`src/rtl/sgd_pkg.sv`:
```
package sgd_pkg;

    typedef enum logic [1:0] {
        ENG_IDLE    = 2'd0,
        ENG_DESC_LO = 2'd1,
        ENG_DESC_HI = 2'd2,
        ENG_DATA    = 2'd3
    } eng_state_e;

    // status bit positions
    localparam int unsigned ST_ACTIVE = 7;
    localparam int unsigned ST_PAUSED = 6;
    localparam int unsigned ST_TRIGQ  = 3;
    localparam int unsigned ST_HALT   = 2;
    localparam int unsigned ST_EOL    = 1;
    localparam int unsigned ST_FLAG   = 0;

    localparam logic [7:0] RUN_MASK  = 8'hC4;
    localparam logic [7:0] RUN_VALUE = 8'h80;
    localparam logic [7:0] W1C_MASK  = 8'h07;
    localparam logic [7:0] TYPE_MASK = 8'h83;

    // register byte addresses
    localparam logic [3:0] RA_STATUS = 4'd0;
    localparam logic [3:0] RA_CTRL   = 4'd1;
    localparam logic [3:0] RA_TYPE   = 4'd2;

    typedef struct packed {
        logic eol;
        logic flag;
        logic stop;
    } blk_flags_t;

endpackage

```
`src/rtl/sgd_fifo.sv`:
```
module sgd_fifo #(
    parameter int unsigned DW    = 32,
    parameter int unsigned DEPTH = 8
) (
    input  logic          clk,
    input  logic          rst_n,
    input  logic          push_i,
    input  logic [DW-1:0] push_data_i,
    input  logic          pop_i,
    output logic          room_o,
    output logic          valid_o,
    output logic [DW-1:0] data_o
);
    localparam int unsigned PW   = (DEPTH > 1) ? $clog2(DEPTH) : 1;
    localparam int unsigned CNTW = $clog2(DEPTH + 1);

    typedef struct packed {
        logic [PW-1:0]   wr;
        logic [PW-1:0]   rd;
        logic [CNTW-1:0] cnt;
    } fifo_t;

    fifo_t q, d;
    logic [DW-1:0] store_q [DEPTH];
    logic          pop_ok;

    function automatic logic [PW-1:0] wrap_inc(input logic [PW-1:0] p);
        return (p == PW'(DEPTH - 1)) ? '0 : p + PW'(1);
    endfunction

    always_comb begin
        d      = q;
        pop_ok = pop_i && (q.cnt != '0);
        if (push_i) d.wr = wrap_inc(q.wr);
        if (pop_ok) d.rd = wrap_inc(q.rd);
        case ({push_i, pop_ok})
            2'b10:   d.cnt = q.cnt + CNTW'(1);
            2'b01:   d.cnt = q.cnt - CNTW'(1);
            default: d.cnt = q.cnt;
        endcase
    end

    always_ff @(posedge clk) begin
        if (!rst_n) q <= '0;
        else        q <= d;
    end

    always_ff @(posedge clk) begin
        if (push_i) store_q[q.wr] <= push_data_i;
    end

    assign room_o  = (q.cnt < CNTW'(DEPTH));
    assign valid_o = (q.cnt != '0);
    assign data_o  = store_q[q.rd];

    AST_NO_OVERFLOW: assert property (@(posedge clk) disable iff (!rst_n)
        push_i |-> (q.cnt < CNTW'(DEPTH)) || (pop_i && q.cnt != '0));

endmodule

```
`src/rtl/sgd_engine.sv`:
```
module sgd_engine
    import sgd_pkg::*;
#(
    parameter int unsigned AW = 32,
    parameter int unsigned CW = 24
) (
    input  logic          clk,
    input  logic          rst_n,
    input  logic          run_i,
    input  logic          reload_i,
    input  logic [AW-1:0] base_i,
    input  logic          room_i,
    input  logic          mem_ack_i,
    input  logic [31:0]   mem_rdata_i,
    output logic          mem_req_o,
    output logic [AW-1:0] mem_addr_o,
    output logic          push_o,
    output logic [31:0]   push_data_o,
    output logic          blk_end_o,
    output blk_flags_t    blk_flags_o,
    output logic [AW-1:0] ptr_o,
    output logic [CW-1:0] cnt_o
);
    localparam logic [AW-1:0] WORD_STEP = AW'(4);
    localparam logic [AW-1:0] DESC_STEP = AW'(8);
    localparam logic [CW-1:0] CNT_STEP  = CW'(4);

    typedef struct packed {
        eng_state_e    state;
        logic [AW-1:0] ptr;
        logic [AW-1:0] buf_addr;
        logic [CW-1:0] cnt;
        blk_flags_t    flags;
        logic          have_desc;
        logic          reload_pend;
    } eng_t;

    eng_t q, d;

    always_comb begin
        d           = q;
        mem_req_o   = 1'b0;
        mem_addr_o  = q.ptr;
        push_o      = 1'b0;
        blk_end_o   = 1'b0;
        d.reload_pend = q.reload_pend | reload_i;
        unique case (q.state)
            ENG_IDLE: begin
                if (q.reload_pend || reload_i) begin
                    d.ptr         = {base_i[AW-1:1], 1'b0};
                    d.have_desc   = 1'b0;
                    d.reload_pend = 1'b0;
                end else if (run_i) begin
                    if (!q.have_desc)  d.state = ENG_DESC_LO;
                    else if (room_i)   d.state = ENG_DATA;
                end
            end
            ENG_DESC_LO: begin
                mem_req_o  = 1'b1;
                mem_addr_o = q.ptr;
                if (mem_ack_i) begin
                    d.buf_addr = mem_rdata_i[AW-1:0];
                    d.state    = ENG_DESC_HI;
                end
            end
            ENG_DESC_HI: begin
                mem_req_o  = 1'b1;
                mem_addr_o = q.ptr + WORD_STEP;
                if (mem_ack_i) begin
                    d.cnt       = mem_rdata_i[CW-1:0];
                    d.flags     = mem_rdata_i[31:29];
                    d.have_desc = 1'b1;
                    d.state     = ENG_IDLE;
                end
            end
            ENG_DATA: begin
                mem_req_o  = 1'b1;
                mem_addr_o = q.buf_addr;
                if (mem_ack_i) begin
                    push_o     = 1'b1;
                    d.buf_addr = q.buf_addr + WORD_STEP;
                    d.state    = ENG_IDLE;
                    if (q.cnt <= CNT_STEP) begin
                        d.cnt       = '0;
                        d.ptr       = q.ptr + DESC_STEP;
                        d.have_desc = 1'b0;
                        blk_end_o   = 1'b1;
                    end else begin
                        d.cnt = q.cnt - CNT_STEP;
                    end
                end
            end
            default: d.state = ENG_IDLE;
        endcase
    end

    always_ff @(posedge clk) begin
        if (!rst_n) begin
            q       <= '0;
            q.state <= ENG_IDLE;
        end else begin
            q <= d;
        end
    end

    assign push_data_o = mem_rdata_i;
    assign blk_flags_o = q.flags;
    assign ptr_o       = q.ptr;
    assign cnt_o       = q.cnt;

    AST_REQ_HOLD: assert property (@(posedge clk) disable iff (!rst_n)
        (mem_req_o && !mem_ack_i) |=> (mem_req_o && $stable(mem_addr_o)));

    AST_PTR_STEP: assert property (@(posedge clk) disable iff (!rst_n)
        blk_end_o |=> (ptr_o == $past(ptr_o) + DESC_STEP));

    AST_ISSUE_ONLY_RUN: assert property (@(posedge clk) disable iff (!rst_n)
        $rose(mem_req_o) |-> $past(run_i));

endmodule

```
`src/rtl/sgd_regs.sv`:
```
module sgd_regs
    import sgd_pkg::*;
#(
    parameter int unsigned AW = 32,
    parameter int unsigned CW = 24
) (
    input  logic          clk,
    input  logic          rst_n,
    input  logic          wr_i,
    input  logic [3:0]    addr_i,
    input  logic [7:0]    wdata_i,
    output logic [7:0]    rdata_o,
    input  logic          blk_end_i,
    input  blk_flags_t    blk_flags_i,
    input  logic [AW-1:0] ptr_i,
    input  logic [CW-1:0] cnt_i,
    output logic          run_o,
    output logic          reload_o,
    output logic [AW-1:0] base_o,
    output logic          irq_o
);
    typedef struct packed {
        logic [7:0]  status;
        logic [7:0]  ctype;
        logic [31:0] base;
        logic        reload;
    } regs_t;

    regs_t q, d;
    logic [7:0]  st;
    logic [31:0] ptr_w;
    logic [31:0] cnt_w;

    always_comb begin
        d        = q;
        d.reload = 1'b0;
        st       = q.status;
        // block-end effects come first, a same-cycle software write wins
        if (blk_end_i) begin
            if (blk_flags_i.stop) st[ST_HALT] = 1'b1;
            if (blk_flags_i.flag) begin
                st[ST_FLAG] = 1'b1;
                st[ST_HALT] = 1'b1;
            end
            if (blk_flags_i.eol) begin
                st[ST_EOL] = 1'b1;
                if (st[ST_TRIGQ] || q.ctype[7]) begin
                    st[ST_TRIGQ] = 1'b0;
                    d.reload     = 1'b1;
                end else begin
                    st[ST_ACTIVE] = 1'b0;
                end
            end
        end
        if (wr_i) begin
            case (addr_i)
                RA_STATUS: st = st & ~(wdata_i & W1C_MASK);
                RA_CTRL: begin
                    if (wdata_i[7]) begin
                        if (st[ST_ACTIVE]) begin
                            st[ST_TRIGQ] = 1'b1;
                        end else begin
                            st[ST_ACTIVE] = 1'b1;
                            st[ST_PAUSED] = 1'b0;
                            st[ST_HALT]   = 1'b0;
                            d.reload      = 1'b1;
                        end
                    end
                    if (wdata_i[6]) begin
                        st[ST_ACTIVE] = 1'b0;
                        st[ST_TRIGQ]  = 1'b0;
                    end
                    st[ST_PAUSED] = wdata_i[2];
                end
                RA_TYPE: d.ctype = wdata_i & TYPE_MASK;
                4'd4:    d.base[7:0]   = wdata_i;
                4'd5:    d.base[15:8]  = wdata_i;
                4'd6:    d.base[23:16] = wdata_i;
                4'd7:    d.base[31:24] = wdata_i;
                default: ;
            endcase
        end
        d.status = st;
    end

    always_ff @(posedge clk) begin
        if (!rst_n) q <= '0;
        else        q <= d;
    end

    always_comb begin
        ptr_w = 32'(ptr_i);
        cnt_w = 32'(cnt_i);
        case (addr_i)
            RA_STATUS: rdata_o = q.status;
            RA_TYPE:   rdata_o = q.ctype;
            4'd4:      rdata_o = q.base[7:0];
            4'd5:      rdata_o = q.base[15:8];
            4'd6:      rdata_o = q.base[23:16];
            4'd7:      rdata_o = q.base[31:24];
            4'd8:      rdata_o = ptr_w[7:0];
            4'd9:      rdata_o = ptr_w[15:8];
            4'd10:     rdata_o = ptr_w[23:16];
            4'd11:     rdata_o = ptr_w[31:24];
            4'd12:     rdata_o = cnt_w[7:0];
            4'd13:     rdata_o = cnt_w[15:8];
            4'd14:     rdata_o = cnt_w[23:16];
            default:   rdata_o = 8'h00;
        endcase
    end

    assign run_o    = ((q.status & RUN_MASK) == RUN_VALUE);
    assign reload_o = q.reload;
    assign base_o   = q.base[AW-1:0];
    assign irq_o    = |(q.status[1:0] & q.ctype[1:0]);

    AST_START_SETS_ACTIVE: assert property (@(posedge clk) disable iff (!rst_n)
        (wr_i && addr_i == RA_CTRL && wdata_i[7] && !wdata_i[6]) |=> q.status[ST_ACTIVE]);

    AST_KILL_CLEARS: assert property (@(posedge clk) disable iff (!rst_n)
        (wr_i && addr_i == RA_CTRL && wdata_i[6]) |=> (!q.status[ST_ACTIVE] && !q.status[ST_TRIGQ]));

    AST_W1C_KEEPS_HIGH: assert property (@(posedge clk) disable iff (!rst_n)
        (wr_i && addr_i == RA_STATUS && !blk_end_i) |=> (q.status[7:3] == $past(q.status[7:3])));

    AST_FLAG_RAISES_IRQ: assert property (@(posedge clk) disable iff (!rst_n)
        (blk_end_i && blk_flags_i.flag && q.ctype[0] && !wr_i) |=> irq_o);

endmodule

```
`src/rtl/sgd_channel.sv`:
```
module sgd_channel
    import sgd_pkg::*;
#(
    parameter int unsigned AW         = 32,
    parameter int unsigned CW         = 24,
    parameter int unsigned FIFO_WORDS = 8
) (
    input  logic          clk,
    input  logic          rst_n,
    input  logic          reg_wr,
    input  logic [3:0]    reg_addr,
    input  logic [7:0]    reg_wdata,
    output logic [7:0]    reg_rdata,
    output logic          mem_req,
    output logic [AW-1:0] mem_addr,
    input  logic          mem_ack,
    input  logic [31:0]   mem_rdata,
    input  logic          fifo_pop,
    output logic          fifo_valid,
    output logic [31:0]   fifo_data,
    output logic          irq
);
    logic          run, reload, room, push, blk_end;
    logic [AW-1:0] base, ptr;
    logic [CW-1:0] cnt;
    logic [31:0]   push_data;
    blk_flags_t    blk_flags;

    sgd_regs #(.AW(AW), .CW(CW)) i_regs (
        .clk        (clk),
        .rst_n      (rst_n),
        .wr_i       (reg_wr),
        .addr_i     (reg_addr),
        .wdata_i    (reg_wdata),
        .rdata_o    (reg_rdata),
        .blk_end_i  (blk_end),
        .blk_flags_i(blk_flags),
        .ptr_i      (ptr),
        .cnt_i      (cnt),
        .run_o      (run),
        .reload_o   (reload),
        .base_o     (base),
        .irq_o      (irq)
    );

    sgd_engine #(.AW(AW), .CW(CW)) i_engine (
        .clk        (clk),
        .rst_n      (rst_n),
        .run_i      (run),
        .reload_i   (reload),
        .base_i     (base),
        .room_i     (room),
        .mem_ack_i  (mem_ack),
        .mem_rdata_i(mem_rdata),
        .mem_req_o  (mem_req),
        .mem_addr_o (mem_addr),
        .push_o     (push),
        .push_data_o(push_data),
        .blk_end_o  (blk_end),
        .blk_flags_o(blk_flags),
        .ptr_o      (ptr),
        .cnt_o      (cnt)
    );

    sgd_fifo #(.DW(32), .DEPTH(FIFO_WORDS)) i_fifo (
        .clk        (clk),
        .rst_n      (rst_n),
        .push_i     (push),
        .push_data_i(push_data),
        .pop_i      (fifo_pop),
        .room_o     (room),
        .valid_o    (fifo_valid),
        .data_o     (fifo_data)
    );

endmodule

```
`config.mk`:
```
export PLATFORM = sky130hd
export DESIGN_NAME = sgd_channel
export DESIGN_NICKNAME = d
export VERILOG_FILES = /design/src/rtl/sgd_pkg.sv /design/src/rtl/sgd_fifo.sv /design/src/rtl/sgd_engine.sv /design/src/rtl/sgd_regs.sv /design/src/rtl/sgd_channel.sv
export SDC_FILE = /design/constraint.sdc
export NUM_CORES = 1
export LEC_CHECK = 0
export BUFFER_PORTS_ARGS = -buffer_cell sky130_fd_sc_hd__buf_2
export CORE_ASPECT_RATIO = 0.6
export CORE_MARGIN = 8
export CORE_UTILIZATION = 41
export CTS_CLUSTER_DIAMETER = 30
export DETAILED_ROUTE_END_ITERATION = 10
export SLEW_MARGIN = 25
export SYNTH_ARGS = -nofsm -noshare
export SYNTH_HDL_FRONTEND = slang
export SYNTH_SLANG_ARGS = --single-unit
```
`constraint.sdc`:
```
create_clock -name clk -period 7.6 [get_ports clk]
set_input_delay 0.76 -clock clk [delete_from_list [all_inputs] [get_ports clk]]
set_output_delay 0.76 -clock clk [all_outputs]
set_load 0.005 [all_outputs]
```
==> impl_metrics.ini, run 1 <==
[critical_path]
setup.reg_to_reg.worst_slack_ns = 3.96
critical_path.max_fanout = 31
rr_startpoint = i_engine.q[93]
setup.worst_path.class = register to output pin
required_ns = 6.84
endpoint_kind = output pin
timing.critical_path.arrival_ns = 3.34
regToRegEndpoint = i_engine.q[1]
r2r.worst_path.cells = 6
cp-start-kind = register
critical_path.startpoint = i_engine.q[93]
critical_path.endpoint = mem_addr[1]

[power]
powerDensity_nw_per_um2 = 255.7
vdd_ir_drop_max_mv = 0.1501
overall_power_mw = 5.945
power_leakage_nw = 7.745

[place]
place_inst = 2375
dpl.hpwl_mm = 44.59
dpl_cell_area_um2 = 20590
globalplace.congestion = 0.9746
number_of_buffer_cells_added_on_primary_ports = 123

[floorplanning]
floorplan.initialDensity_pct = 41.11
core_region_area_um2 = 47400
die_w_um = 297.4
die_boundary_height_um = 184.9
io-pin-count = 124
rows = 62
die_area_um2 = 54980

[clocking]
ctsResizeCount = 0
cts.sinks = 405
post-cts-setup-buffer-count = 0
cts_bufs_inserted = 76
cts_htree_levels = 3
ctsLongestPathBuffers = 3
hold_buffers = 0
clock_tree_from_tritoncts = built
clock_transition_at_path_regs_ns = 0.05
cts_root_buffer = sky130_fd_sc_hd__clkbuf_16
worstSkewPairLatency_ns = 0.59

[sta]
achievable-frequency_ghz = 0.2439
timing.hold.ws_ns = 0.4528
relSlewSlack_pct = 27.91
tns_ns = 0
final_setup_fails = 0
layout_min_cycle_time_ns = 4.100
maxSlewViolCount = 0
fin_crit_sh_pct = 53.95
final_hold_viol_count = 0
grt_setup_unrepaired = false
worst_slew_pin_slew_ns = 1.081
worst_clock_skew_ns = 0.02714

[detailed_routing]
num_vias = 15860
route.antenna.remaining_nets = 0
drt-wirelength-per-cell_um = 26.46
drt-initial-drc-count = 2137
totalWireLength_mm = 66.53
drt_first_pass_iters = 7
post-route-drc-count = 0
detail_route.vias_per_cell = 6.309

[global_route]
grt_first_pass_wirelength_mm = 97.65
first_global_vias = 14700
grt_use_total_pct = 23.32
antenna_found_initial = 4
grt_max_degree = 87
grt-ovfl-total = 0

[cells_and_area]
area_growth_pct = 19.32
multi_input_area_um2 = 8247
non_filler_cells_in_the_finished_layout = 2514
drive_above_1_share_pct = 22.20
diodes = 0
ff_latch_area_um2 = 10680
fillers = 4212
num-nets-final = 1875
post-route-cell-area_um2 = 23250

[hold_path]
worst_hold_startpoint = i_engine.blk_flags_o[0]
worst_hold_path_type = register to register

[yosys]
synth_cells = 1728
synth.top_cells.by_area = sky130_fd_sc_hd__edfxtp_1 (39%), sky130_fd_sc_hd__dfxtp_1 (15%), sky130_fd_sc_hd__mux4_2 (7.5%), sky130_fd_sc_hd__a21oi_1 (3.6%), sky130_fd_sc_hd__nand2_1 (3.4%)
post_synth.cell_area_avg_um2 = 11.28
synth-edff-count = 256
ys_seq_area_share_pct = 54.76
ys.flop_type = sky130_fd_sc_hd__edfxtp_1
synth_area_um2 = 19480
synth_fp_nets = 1790
synth_warnings = 0
synth_seq_cells = 405
synth_top_cell_area_share_pct = 39.45
synth-async-reset-ratio_pct = 0
post_synth_num_cell_types = 78
dominant_cell_type_by_area_after_synthesis = sky130_fd_sc_hd__edfxtp_1

[run]
max_cap_viol_count = 0

[outcome]
status = finished, final reports clean
sequential cells by signal, indices dropped and copies added, names as in the netlist, named ones only:
signal	count
i_regs.q	9
i_engine.q	36
i_fifo.store_q	256
i_fifo.q	10
i_engine.ptr_o	31
i_engine.cnt_o	24
i_regs.reload_o	1
i_engine.blk_flags_o	3
i_regs.base_o	32
power by group:
part           total, mW  internal, mW  switching (mW)  leakage [nW]
combinational      0.137        0.0305           0.106          2.97
sequential          2.35          2.34         0.00753          3.50
clock               3.46          2.26            1.20          1.27
total               5.94          4.63            1.32          7.74
how the worst min path moves through the flow:
stage,end,slack (ns),depth (start not counted)
after floorplan,i_engine.blk_flags_o[0],0.43,2
after global placement,i_engine.blk_flags_o[0],0.44,2
final,i_engine.blk_flags_o[0],0.45,2
after detailed placement,i_engine.blk_flags_o[0],0.45,2
after global routing,i_regs.base_o[27],0.46,3
after CTS,i_regs.base_o[11],0.45,3
cells in the final DEF, fill, tap and decap left out, types with 31 or more instances in the layout:
master	instances
sky130_fd_sc_hd__nand2_1	174
sky130_fd_sc_hd__buf_2	123
sky130_fd_sc_hd__dfxtp_1	145
sky130_fd_sc_hd__o21ai_0	93
sky130_fd_sc_hd__mux4_2	65
sky130_fd_sc_hd__mux2_2	40
sky130_fd_sc_hd__nor2_1	97
sky130_fd_sc_hd__edfxtp_1	256
sky130_fd_sc_hd__clkbuf_16	78
sky130_fd_sc_hd__nand4_1	31
sky130_fd_sc_hd__a21oi_1	142
sky130_fd_sc_hd__mux2i_1	33
sky130_fd_sc_hd__nand3_1	61
metrics by stage:
stage | utilization (%) | setup slack, ns
final | 49.05 | 3.500
after CTS | 49.03 | 3.554
after detailed placement | 43.44 | 3.817
after global placement | 43.44 | 3.936
after floorplan | - | 2.510
after global routing | 49.05 | 3.444
cells in the mapped netlist, types with 10 or more instances:
master and n:
sky130_fd_sc_hd__o21ai_0 93, sky130_fd_sc_hd__nor4_1 26, sky130_fd_sc_hd__mux4_2 65, sky130_fd_sc_hd__inv_1 19
sky130_fd_sc_hd__a311oi_1 10, sky130_fd_sc_hd__or4_1 11, sky130_fd_sc_hd__a22oi_1 27, sky130_fd_sc_hd__mux2i_1 33
sky130_fd_sc_hd__o32ai_1 12, sky130_fd_sc_hd__nor2_1 100, sky130_fd_sc_hd__a22o_1 13, sky130_fd_sc_hd__o211ai_1 10
sky130_fd_sc_hd__mux2_2 40, sky130_fd_sc_hd__or3_1 13, sky130_fd_sc_hd__buf_1 14, sky130_fd_sc_hd__o31ai_1 13
sky130_fd_sc_hd__o22ai_1 22, sky130_fd_sc_hd__o41ai_1 10, sky130_fd_sc_hd__dfxtp_1 149, sky130_fd_sc_hd__nor3_1 32
sky130_fd_sc_hd__nor2b_1 17, sky130_fd_sc_hd__nand4_1 31, sky130_fd_sc_hd__ha_1 12, sky130_fd_sc_hd__clkbuf_1 114
sky130_fd_sc_hd__a31oi_1 20, sky130_fd_sc_hd__nand3_1 61, sky130_fd_sc_hd__and3_1 19, sky130_fd_sc_hd__nand2_1 175
sky130_fd_sc_hd__edfxtp_1 256, sky130_fd_sc_hd__a21oi_1 142
routing by layer:
metal  vias to the layer above  part of all wire [%]  track usage (%)
met5                         -                 0.041                0
met4                         4                   1.7            4.867
met3                       109                    13            7.960
met2                       984                    40            31.86
met1                      7801                    45            35.21
li1                       6963                     -                -
cell families after synthesis:
kind of cell / synth area share [%]
buf+inv: 3.236
simple gates: 13.47
mux: 11.52
flops: 54.76
compound gates: 15.96
fa+ha+maj: 0.8733
xor+xnor: 0.1798
critical path, cell delays in order (launching register included):
cell	delay [ns]
sky130_fd_sc_hd__dfxtp_1	0.65
sky130_fd_sc_hd__buf_4	0.42
sky130_fd_sc_hd__and2_1	0.73
sky130_fd_sc_hd__buf_4	0.51
sky130_fd_sc_hd__nand2_1	0.13
sky130_fd_sc_hd__nand2_1	0.13
sky130_fd_sc_hd__buf_2	0.13
cell type report:
class                      instances  area share [%]
clock inverter                    50           2.605
tap                              640           3.444
sequential                       405           45.94
timing repair buffer             146           3.391
clock buffer                      89           8.789
multi-input combinational       1162           35.47
inverter                          22          0.3606
Note: power is estimated with default switching activity, not from simulation.
==> inputs of run 2 (changes only) <==
--- a/config.mk
+++ b/config.mk
@@ -5,6 +5,7 @@
 export SDC_FILE = /design/constraint.sdc
 export NUM_CORES = 1
 export LEC_CHECK = 0
+export ABC_AREA = 1
 export BUFFER_PORTS_ARGS = -buffer_cell sky130_fd_sc_hd__buf_2
 export CORE_ASPECT_RATIO = 0.6
 export CORE_MARGIN = 8
==> constraint.sdc (replaced) <==
create_clock -name clk -period 4 [get_ports clk]
set_input_delay 0.4 -clock clk [delete_from_list [all_inputs] [get_ports clk]]
set_output_delay 0.4 -clock clk [all_outputs]
set_load 0.005 [all_outputs]
==> run 2 against run 1 <==
Compared with the run above:
- synthesized cell count grew 33%
- design area grew 2.1%
- combinational power grew to 13 times the previous value
- hold slack lost 0.35 ns
- clock skew shrank 0.0021 ns
- global-route usage grew 0.32 points
- cell count grew 25%
- first-iteration DRC count grew 9.3%
- sequential power grew 93%
- via count grew 12%
- largest cell class unchanged
==> impl_metrics.ini, run 2 <==
[clocking]
post-cts-setup-buffer-count = 0
worstSkewPairLatency_ns = 0.60
cts.sinks = 405
hold_buffers = 0
cts_root_buffer = sky130_fd_sc_hd__clkbuf_16
ctsResizeCount = 0
clock_tree_from_tritoncts = built
clock_transition_at_path_regs_ns = 0.05
cts_htree_levels = 3
cts_bufs_inserted = 81
ctsLongestPathBuffers = 3

[sta]
worst_clock_skew_ns = 0.02507
maxSlewViolCount = 0
relSlewSlack_pct = 42.13
final_hold_viol_count = 0
timing.hold.ws_ns = 0.1057
final_setup_fails = 0
layout_min_cycle_time_ns = 3.319
worst_slew_pin_slew_ns = 0.8680
achievable-frequency_ghz = 0.3013
fin_crit_sh_pct = 82.98
tns_ns = 0
grt_setup_unrepaired = false

[run]
max_cap_viol_count = 0

[place]
dpl_cell_area_um2 = 20890
globalplace.congestion = 1.010
number_of_buffer_cells_added_on_primary_ports = 123
dpl.hpwl_mm = 46.44

[detailed_routing]
detail_route.vias_per_cell = 5.668
post-route-drc-count = 0
drt-wirelength-per-cell_um = 21.59
drt_first_pass_iters = 7
num_vias = 17770
drt-initial-drc-count = 2336
route.antenna.remaining_nets = 0
totalWireLength_mm = 67.69

[critical_path]
required_ns = 3.60
setup.worst_path.class = register to output pin
r2r.worst_path.cells = 5
cp-start-kind = register
setup.reg_to_reg.worst_slack_ns = 1.32
endpoint_kind = output pin
critical_path.max_fanout = 30
timing.critical_path.arrival_ns = 2.92

[cells_and_area]
drive_above_1_share_pct = 13.80
post-route-cell-area_um2 = 23740
most-common-layout-cells = sky130_fd_sc_hd__nor2_1 (374), sky130_fd_sc_hd__nand2_1 (333), sky130_fd_sc_hd__edfxtp_1 (256)
multi_input_area_um2 = 7714
ff_latch_area_um2 = 10680
flip_flop_count_of_the_largest_register_after_layout = 256
fillers = 4424
area_growth_pct = 20.91
num-nets-final = 2489
max_flop_register = i_fifo.store_q
most_common_cell_after_layout_fill_and_taps_aside = sky130_fd_sc_hd__nor2_1

[yosys]
synth_fp_nets = 2366
yosys.area_share.adder_pct = 0.8667
synth_warnings = 0
synth_top_cell_area_share_pct = 39.15
synth_seq_cells = 405
post_synth.cell_area_avg_um2 = 8.522
synth-edff-count = 256
synth_area_um2 = 19630
dominant_cell_type_by_area_after_synthesis = sky130_fd_sc_hd__edfxtp_1
ys_seq_area_share_pct = 54.35
synth-compound-area-share_pct = 16.95
synthXorXnorAreaFrac_pct = 0.4461
synth.top_cells.by_area = sky130_fd_sc_hd__edfxtp_1 (39%), sky130_fd_sc_hd__dfxtp_1 (15%), sky130_fd_sc_hd__nor2_1 (7.3%), sky130_fd_sc_hd__o21ai_0 (6.4%), sky130_fd_sc_hd__nand2_1 (6.4%)
ys.flop_type = sky130_fd_sc_hd__edfxtp_1
synth_top_family_by_area = simple AND/OR/NAND/NOR gates
post_synth_num_cell_types = 49
synth_cells = 2304
synth_mux_area_share_pct = 0
post_synth_and_or_nand_nor_area_fraction_pct = 20.68
synthMostInstantiatedCell = sky130_fd_sc_hd__nor2_1
synth-async-reset-ratio_pct = 0
synth.top_cells.by_count = sky130_fd_sc_hd__nor2_1 (382), sky130_fd_sc_hd__nand2_1 (334), sky130_fd_sc_hd__edfxtp_1 (256)

[outcome]
status = finished, final reports clean

[floorplanning]
die_area_um2 = 55380
die_boundary_height_um = 185.5
rows = 62
die_w_um = 298.5
core_region_area_um2 = 47550
io-pin-count = 124
floorplan.initialDensity_pct = 41.29

[power]
vdd_ir_drop_max_mv = 0.3032
powerDensity_nw_per_um2 = 556.5
power_leakage_nw = 8.620
overall_power_mw = 13.21

[global_route]
antenna_found_initial = 6
grt_max_degree = 129
grt_first_pass_wirelength_mm = 101.4
first_global_vias = 16120
grt-ovfl-total = 0
grt_use_total_pct = 23.64

[hold_path]
worst_hold_path_type = input port to register
hold_path_depth = 1
run 2: changes by cell type after synthesis, sizes merged, moves of 44 or more:
cell / change
nor2: +299
inv: +195
nand2: +168
o21ai: +168
nand3: +87
mux4: -65
o22ai: +46
a31oi: +44
run 2: logic make-up (layout without fill, tap and decap cells):
family | count (synthesis) | after routing
compound gates | 589 | 589
xor+xnor | 10 | 10
fa+ha+maj | 13 | 13
buf+inv | 333 | 522
flops | 405 | 405
other cells | 0 | 2
simple gates | 954 | 954
run 2: critical path, stage by stage, from the launching register on:
cell	delay, ns
sky130_fd_sc_hd__dfxtp_1	0.37
sky130_fd_sc_hd__buf_4	0.41
sky130_fd_sc_hd__inv_2	0.26
sky130_fd_sc_hd__nor2_1	0.16
sky130_fd_sc_hd__buf_4	0.32
sky130_fd_sc_hd__inv_2	0.22
sky130_fd_sc_hd__a21oi_1	0.16
sky130_fd_sc_hd__o21ai_1	0.10
sky130_fd_sc_hd__nand3b_1	0.15
sky130_fd_sc_hd__buf_2	0.14
run 2: worst paths after layout:
kind / startpoint / endpoint
setup / recovery: i_engine.q[94] / mem_addr[26]
hold / removal: mem_rdata[7] / i_fifo.store_q[6][7]
setup reg to reg: i_engine.q[93] / i_fifo.store_q[2][17]
hold reg to reg: i_engine.q[29] / i_engine.q[29]
run 2: stage by stage:
stage               setup slack, ns  utilization [%]  std cells
global route                 0.6104            49.92       3134
CTS                          0.7547            49.90       3133
global placement              1.236            43.92       2984
finish                       0.6809            49.92       3135
floorplan                    0.9880                -       2304
detailed placement            1.204            43.92       2984
run 2: area by class of cell:
| class | instances | area share (%) |
|---|---|---|
| Antenna cell | 2 | 0.02108 |
| Sequential cell | 405 | 44.97 |
| Clock buffer | 103 | 9.566 |
| Timing Repair Buffer | 154 | 3.695 |
| Inverter | 219 | 3.473 |
| Multi-Input combinational cell | 1566 | 32.49 |
| Tap cell | 640 | 3.373 |
| Clock inverter | 46 | 2.409 |
run 2: where the power goes:
group	total [mW]	switching (mW)	internal, mW
Sequential	4.53	0.0361	4.49
Combinational	1.72	1.16	0.550
Clock	6.97	2.30	4.67
Total	13.2	3.50	9.71
run 2: per-layer routing:
metal	global-route usage, %	routed length (um)	up-vias
met3	8.118	7997	110
met2	31.34	26400	894
li1	-	-	8294
met5	0	68	-
met1	35.82	31960	8466
met4	6.175	1254	6
